File: config.mk
export PLATFORM = sky130hd
export DESIGN_NAME = xmmu_ctx_bank
export DESIGN_NICKNAME = d
export VERILOG_FILES = /design/src/rtl/xmmu_ctx_pkg.sv /design/src/rtl/xmmu_ctx_slice.sv /design/src/rtl/xmmu_rd_mux.sv /design/src/rtl/xmmu_irq_merge.sv /design/src/rtl/xmmu_ctx_bank.sv
export SDC_FILE = /design/constraint.sdc
export NUM_CORES = 2
export LEC_CHECK = 0
export BUFFER_PORTS_ARGS = -buffer_cell sky130_fd_sc_hd__buf_2
export CORE_MARGIN = 3
export CORE_UTILIZATION = 62
export CTS_BUF_LIST = sky130_fd_sc_hd__clkbuf_8 sky130_fd_sc_hd__clkbuf_16
export DETAILED_ROUTE_END_ITERATION = 12
export PLACE_DENSITY_LB_ADDON = 0.25
export SYNTH_ARGS = -nofsm -noshare
export SYNTH_HDL_FRONTEND = slang
export SYNTH_HIERARCHICAL = 1
export SYNTH_SLANG_ARGS = --single-unit
File: constraint.sdc
create_clock -name clk -period 4.5 [get_ports clk]
set_input_delay 0.225 -clock clk [delete_from_list [all_inputs] [get_ports clk]]
set_output_delay 0.225 -clock clk [all_outputs]
set_load 0.05 [all_outputs]
File: src/rtl/xmmu_ctx_pkg.sv
package xmmu_ctx_pkg;

    localparam int WORD_W = 32;

    // Word offsets inside one context window
    localparam int OFF_CTRL    = 0;
    localparam int OFF_TBLCTL  = 2;
    localparam int OFF_BUSATTR = 3;
    localparam int OFF_BASE_LO = 4;
    localparam int OFF_BASE_HI = 5;
    localparam int OFF_STATUS  = 8;
    localparam int OFF_MEMATTR = 10;
    localparam int OFF_ERRADDR = 12;

    localparam int NUM_PLAIN = 5;

    typedef struct packed {
        logic irq_en;
        logic flush;
        logic xl_en;
    } ctl_t;

    typedef struct packed {
        logic [1:0] level;
        logic [2:0] code;
        logic [3:0] flags;   // {multi-hit, abort, page, translation}
    } stat_t;

    // Slot of a plain register, or -1 when the offset is not one
    function automatic int plain_slot(input int off);
        case (off)
            OFF_TBLCTL:  return 0;
            OFF_BUSATTR: return 1;
            OFF_BASE_LO: return 2;
            OFF_BASE_HI: return 3;
            OFF_MEMATTR: return 4;
            default:     return -1;
        endcase
    endfunction

    function automatic logic [WORD_W-1:0] pack_status(input stat_t s);
        logic [WORD_W-1:0] w;
        w         = '0;
        w[13:12]  = s.level;
        w[10:8]   = s.code;
        w[4]      = s.flags[3];
        w[2:0]    = s.flags[2:0];
        return w;
    endfunction

    function automatic logic [WORD_W-1:0] pack_ctl(input ctl_t c);
        logic [WORD_W-1:0] w;
        w      = '0;
        w[2]   = c.irq_en;
        w[1]   = c.flush;
        w[0]   = c.xl_en;
        return w;
    endfunction

endpackage

File: src/rtl/xmmu_ctx_slice.sv
module xmmu_ctx_slice
    import xmmu_ctx_pkg::*;
#(
    parameter int OFF_W = 4
) (
    input  logic              clk,
    input  logic              rst,
    input  logic              wr_hit,
    input  logic [OFF_W-1:0]  off,
    input  logic [WORD_W-1:0] wr_data,
    output logic [WORD_W-1:0] rd_data,
    input  logic              flush_done,
    output logic              flush_pend,
    output logic              xl_en,
    input  logic              fault_hit,
    input  logic [3:0]        fault_type,
    input  logic [2:0]        fault_code,
    input  logic [1:0]        fault_level,
    input  logic [WORD_W-1:0] fault_addr,
    output logic              irq_req
);

    ctl_t              ctl_q, ctl_d;
    stat_t             stat_q, stat_d;
    logic [WORD_W-1:0] err_q, err_d;
    logic [WORD_W-1:0] plain_q [NUM_PLAIN];

    logic wr_ctrl, wr_stat_clr, flt;
    int   slot;

    assign slot        = plain_slot(int'(off));
    assign wr_ctrl     = wr_hit && (int'(off) == OFF_CTRL);
    assign wr_stat_clr = wr_hit && (int'(off) == OFF_STATUS) && (wr_data == '0);
    assign flt         = fault_hit && (fault_type != 4'b0);

    // control and flush handshake: a new flush request wins over done
    always_comb begin
        ctl_d = ctl_q;
        if (flush_done)
            ctl_d.flush = 1'b0;
        if (wr_ctrl) begin
            ctl_d.xl_en  = wr_data[0];
            ctl_d.irq_en = wr_data[2];
            if (wr_data[1])
                ctl_d.flush = 1'b1;
        end
    end

    // fault logging: clear first, then first-fault capture or flag merge
    always_comb begin
        stat_t             base_s;
        logic [WORD_W-1:0] base_a;
        base_s = wr_stat_clr ? '0 : stat_q;
        base_a = wr_stat_clr ? '0 : err_q;
        stat_d = base_s;
        err_d  = base_a;
        if (flt) begin
            if (base_s.flags == 4'b0) begin
                stat_d.flags = fault_type;
                stat_d.code  = fault_code;
                stat_d.level = fault_level;
                err_d        = fault_addr;
            end else begin
                stat_d.flags = base_s.flags | fault_type;
            end
        end
    end

    always_ff @(posedge clk) begin
        if (rst) begin
            ctl_q  <= '0;
            stat_q <= '0;
            err_q  <= '0;
        end else begin
            ctl_q  <= ctl_d;
            stat_q <= stat_d;
            err_q  <= err_d;
        end
    end

    for (genvar g = 0; g < NUM_PLAIN; g++) begin : g_plain
        always_ff @(posedge clk) begin
            if (rst)
                plain_q[g] <= '0;
            else if (wr_hit && slot == g)
                plain_q[g] <= wr_data;
        end
    end

    always_comb begin
        rd_data = '0;
        if (slot >= 0)
            rd_data = plain_q[slot];
        else if (int'(off) == OFF_CTRL)
            rd_data = pack_ctl(ctl_q);
        else if (int'(off) == OFF_STATUS)
            rd_data = pack_status(stat_q);
        else if (int'(off) == OFF_ERRADDR)
            rd_data = err_q;
    end

    assign flush_pend = ctl_q.flush;
    assign xl_en      = ctl_q.xl_en;
    assign irq_req    = ctl_q.irq_en && (stat_q.flags != 4'b0);

endmodule

File: src/rtl/xmmu_rd_mux.sv
module xmmu_rd_mux
    import xmmu_ctx_pkg::*;
#(
    parameter int NUM_CTX = 4,
    parameter int CTX_W   = 2
) (
    input  logic [WORD_W-1:0] words [NUM_CTX],
    input  logic [CTX_W-1:0]  sel,
    output logic [WORD_W-1:0] word_out
);

    always_comb begin
        word_out = '0;
        for (int i = 0; i < NUM_CTX; i++)
            if (int'(sel) == i)
                word_out = words[i];
    end

endmodule

File: src/rtl/xmmu_irq_merge.sv
module xmmu_irq_merge #(
    parameter int NUM_CTX = 4
) (
    input  logic [NUM_CTX-1:0] req,
    output logic               irq
);

    assign irq = |req;

endmodule

File: src/rtl/xmmu_ctx_bank.sv
module xmmu_ctx_bank
    import xmmu_ctx_pkg::*;
#(
    parameter int NUM_CTX   = 4,
    parameter int WIN_BYTES = 64,
    localparam int OFF_W    = $clog2(WIN_BYTES / 4),
    localparam int CTX_W    = (NUM_CTX > 1) ? $clog2(NUM_CTX) : 1,
    localparam int ADDR_W   = CTX_W + OFF_W
) (
    input  logic               clk,
    input  logic               rst,
    input  logic               bus_wr,
    input  logic [ADDR_W-1:0]  bus_addr,
    input  logic [31:0]        bus_wdata,
    output logic [31:0]        bus_rdata,
    output logic [NUM_CTX-1:0] ctx_enable,
    output logic [NUM_CTX-1:0] flush_req,
    input  logic [NUM_CTX-1:0] flush_done,
    input  logic               fault_valid,
    input  logic [CTX_W-1:0]   fault_ctx,
    input  logic [3:0]         fault_type,
    input  logic [2:0]         fault_code,
    input  logic [1:0]         fault_level,
    input  logic [31:0]        fault_addr,
    output logic               irq
);

    logic [CTX_W-1:0]  ctx_sel;
    logic [OFF_W-1:0]  off;
    logic [WORD_W-1:0] ctx_words [NUM_CTX];
    logic [NUM_CTX-1:0] irq_req;

    assign ctx_sel = bus_addr[ADDR_W-1:OFF_W];
    assign off     = bus_addr[OFF_W-1:0];

    for (genvar c = 0; c < NUM_CTX; c++) begin : g_ctx
        xmmu_ctx_slice #(.OFF_W(OFF_W)) u_slice (
            .clk         (clk),
            .rst         (rst),
            .wr_hit      (bus_wr && int'(ctx_sel) == c),
            .off         (off),
            .wr_data     (bus_wdata),
            .rd_data     (ctx_words[c]),
            .flush_done  (flush_done[c]),
            .flush_pend  (flush_req[c]),
            .xl_en       (ctx_enable[c]),
            .fault_hit   (fault_valid && int'(fault_ctx) == c),
            .fault_type  (fault_type),
            .fault_code  (fault_code),
            .fault_level (fault_level),
            .fault_addr  (fault_addr),
            .irq_req     (irq_req[c])
        );
    end

    xmmu_rd_mux #(.NUM_CTX(NUM_CTX), .CTX_W(CTX_W)) u_rd_mux (
        .words    (ctx_words),
        .sel      (ctx_sel),
        .word_out (bus_rdata)
    );

    xmmu_irq_merge #(.NUM_CTX(NUM_CTX)) u_irq (
        .req (irq_req),
        .irq (irq)
    );

endmodule

==> impl_results.md <==
- Total of flip-flops plus latches after synthesis: 816
- Starting utilization of the core area: 62.9%
- Antenna violations before repair: 23
- Final wirelength: 119000 um
- Aggregate global routing overflow: 0
- Startpoint class of the critical path: primary input
- Routability-driven placement congestion ratio: 0.990
- Worst path required time: 4280 ps
- Net Count, Synth: 3013
- Largest net degree at the start of global routing: 47
- Status: completed
- CTS tree: built
- Post-DR vias/cell: 6.84
- Number of hold buffers added after cts: 42
- Max VDD drop: 0.000397 V
- Number of standard cells after synthesis: 2924
- Highest clock frequency the design can meet: 257 MHz
- Area grow syn2layout: 12.2%
- Share of the synthesized area in the top cell type: 52.8%
- Worst min path class: primary input to flop
- CTS Buffer Depth: 3
- Number of global-route vias before repair: 25965
- TritonCTS Sinks: 816
- Hold Path Origin: fault_type[3]
- Number of slew-limit violations in the final report: 0
- Pleak: 15.2 nW
- Setup violators final: 0
- Number of max-cap violations: 0
- Most frequently used flop master after synthesis: sky130_fd_sc_hd__edfxtp_1
- Mapped Avg Cell Area: 12.5 um^2
- Register clock-pin slew on the reported worst setup and hold paths: 70 ps
- Total power per unit cell area: 409 nW/um^2
- Transition time at the pin with the least slew margin: 1420 ps
- Final clock skew: 17.6 ps
- Most common library cells after synthesis: sky130_fd_sc_hd__edfxtp_1 (640), sky130_fd_sc_hd__and2_1 (629), sky130_fd_sc_hd__nand2_1 (282), sky130_fd_sc_hd__o21ai_0 (202), sky130_fd_sc_hd__a22o_1 (200)
- Cell type with the highest aggregate area in the netlist: sky130_fd_sc_hd__edfxtp_1
- Power, Total: 16.7 mW
- Cells taking the most area after synthesis: sky130_fd_sc_hd__edfxtp_1 (53%), sky130_fd_sc_hd__and2_1 (11%), sky130_fd_sc_hd__dfxtp_1 (9.7%)
- Full die area: 61700 um^2
- Fraction of registers with async set/reset: 0%
- Endpoint arrival time on the critical path: 3670 ps
- Final worst path period need: 3890 ps
- DRC violation count after routing: 0
- Setup_tns: 0 ps
- Overall die width: 248 um
- Antenna-violating nets left: 0
- Number of rows in the core area: 88
- DRC violation total after the first TritonRoute iteration: 4154
- Pre-Repair DR Iteration Count: 7
- CTS H-Tree Depth: 3
- Area of the core: 57900 um^2
- Top-level port count: 130
- Register area share after synthesis: 62.4%
- Final Cycle Share: 86.5%
- Origin of the critical flop-to-flop path: g_ctx[1].u_slice/stat_q[1]
- Port-buffer cells: 129
- Global-route wire length before repair: 172000 um
- Fraction of layout instances using a drive strength above 1: 14.1%
- Yosys warns: 6
- Total via count in the routed design: 26672
- Final HPWL DP: 75200 um
- Setup repair after global routing missed its margin: false
- Class of the most critical setup path: primary input to output pin
- Final Hold Viols: 0
- Global Route Usage Sum: 38.8%
- Slew HR: 4.06%
- Element type at the critical path end: output pin
- # Post-CTS Setup Buffers: 0
- Distinct cell type count after synthesis: 59
- TritonCTS buffer count: 81
- Post-CTS sizing: 0
- Final layout net count: 3149
- Post-synth EDFFs: 640
- Source of the critical timing path: bus_addr[2]
- Later-pin clock latency in the skew report: 640 ps
- Final routed wire length divided by cell count: 30.6 um
- Crit path max fanout: 32
- Die Span Y: 248 um
- Dominant cell by count in the synthesized netlist: sky130_fd_sc_hd__edfxtp_1
- Root Driver: sky130_fd_sc_hd__clkbuf_16
- Syn Std Cell Area: 36400 um^2
## where the power goes
group          total [mW]  internal (mW)  switching (mW)
registers            8.60           8.47           0.129
clock network        6.68           3.79            2.89
logic                1.43          0.369            1.06
total                16.7           12.6            4.08
## routing by layer
| metal | share of wire [%] | up-vias | track usage (%) |
|---|---|---|---|
| met5 | 0.088 | - | 0 |
| met2 | 44 | 2010 | 58.1 |
| met3 | 14 | 450 | 11.4 |
| li1 | - | 11135 | - |
| met4 | 6.4 | 16 | 21.4 |
| met1 | 35 | 13061 | 51.3 |
## sequential cells by signal, summed over array words and instances, names as in the netlist
signal and flops:
g_ctx.u_slice/ctl_q 4, g_ctx.u_slice/stat_q 36, g_ctx.u_slice/plain_q 640, g_ctx.u_slice/flush_pend 4, g_ctx.u_slice/err_q 128, g_ctx.u_slice/xl_en 4
## layout by cell type (no fill, tap or decap), types with 6 or more instances in the layout
| cell type | n |
|---|---|
| sky130_fd_sc_hd__nor4_1 | 29 |
| sky130_fd_sc_hd__and2_1 | 629 |
| sky130_fd_sc_hd__clkinv_2 | 9 |
| sky130_fd_sc_hd__nand3_1 | 87 |
| sky130_fd_sc_hd__clkbuf_8 | 11 |
| sky130_fd_sc_hd__nand2_1 | 282 |
| sky130_fd_sc_hd__a21boi_0 | 6 |
| sky130_fd_sc_hd__nor2_1 | 35 |
| sky130_fd_sc_hd__clkinv_1 | 14 |
| sky130_fd_sc_hd__a221oi_1 | 24 |
| sky130_fd_sc_hd__o2bb2ai_1 | 26 |
| sky130_fd_sc_hd__edfxtp_1 | 640 |
| sky130_fd_sc_hd__nor2b_1 | 12 |
| sky130_fd_sc_hd__o21bai_2 | 16 |
| sky130_fd_sc_hd__dfxtp_1 | 176 |
| sky130_fd_sc_hd__o21ai_0 | 202 |
| sky130_fd_sc_hd__buf_4 | 86 |
| sky130_fd_sc_hd__nor3_1 | 20 |
| sky130_fd_sc_hd__a222oi_1 | 41 |
| sky130_fd_sc_hd__buf_2 | 128 |
| sky130_fd_sc_hd__dlygate4sd3_1 | 42 |
| sky130_fd_sc_hd__a22o_1 | 200 |
| sky130_fd_sc_hd__clkbuf_16 | 84 |
| sky130_fd_sc_hd__nor4b_4 | 8 |
| sky130_fd_sc_hd__mux4_2 | 30 |
| sky130_fd_sc_hd__nand3b_1 | 10 |
| sky130_fd_sc_hd__nand2b_1 | 13 |
| sky130_fd_sc_hd__mux2i_1 | 15 |
| sky130_fd_sc_hd__nor2_2 | 13 |
| sky130_fd_sc_hd__diode_2 | 9 |
| sky130_fd_sc_hd__a22oi_1 | 84 |
| sky130_fd_sc_hd__inv_1 | 28 |
| sky130_fd_sc_hd__nor4bb_4 | 6 |
| sky130_fd_sc_hd__a21oi_1 | 23 |
## per-stage QoR
step	utilization [%]	worst slack (ps)	std cells	area [um^2]	hold WS, ps
floorplan	-	1340	2924	36400	358
global placement	65.3	786	3700	37800	456
detailed placement	65.3	749	3700	37800	454
CTS	70.5	747	3889	40900	5.16
global route	70.5	576	3890	40900	29.2
finish	70.6	606	3898	40900	48.7
## worst max-delay path, cell delays in order
cell                        delay, ps
sky130_fd_sc_hd__buf_2            350
sky130_fd_sc_hd__buf_4            340
sky130_fd_sc_hd__nor4bb_4         680
sky130_fd_sc_hd__buf_4            410
sky130_fd_sc_hd__a222oi_1         210
sky130_fd_sc_hd__o2bb2ai_1        220
sky130_fd_sc_hd__o21ai_0          490
sky130_fd_sc_hd__mux4_2           440
sky130_fd_sc_hd__buf_2            290
## cell type report
type	instances	area (um^2)
Multi-Input combinational cell	1888	12700
Fill cell	4046	17000
Clock buffer	95	2250
Tap cell	765	957
Antenna cell	9	22.5
Clock inverter	52	364
Timing Repair Buffer	261	1800
Inverter	12	45.0
Sequential cell	816	22700
## cells by family after synthesis
| kind of cell | Yosys count | share of synthesized area, % |
|---|---|---|
| multiplexers | 47 | 2.41 |
| buffers and inverters | 220 | 3.35 |
| flip-flops | 816 | 62.4 |
| XOR/XNOR | 3 | 0.0721 |
| AND/OR/NAND/NOR | 1194 | 18.7 |
| AO/OA/AOI/OAI | 644 | 13.0 |
## path summary, 6_finish.rpt
kind	end	slack, ps	depth (start not counted)
worst min-delay path	g_ctx[3].u_slice/stat_q[3]	50	2
worst max register to register	g_ctx[1].u_slice/err_q[25]	2290	4
worst max-delay path	bus_rdata[2]	610	9
worst min register to register	g_ctx[2].u_slice/err_q[25]	480	1
Note: power is estimated with default switching activity, not from simulation.
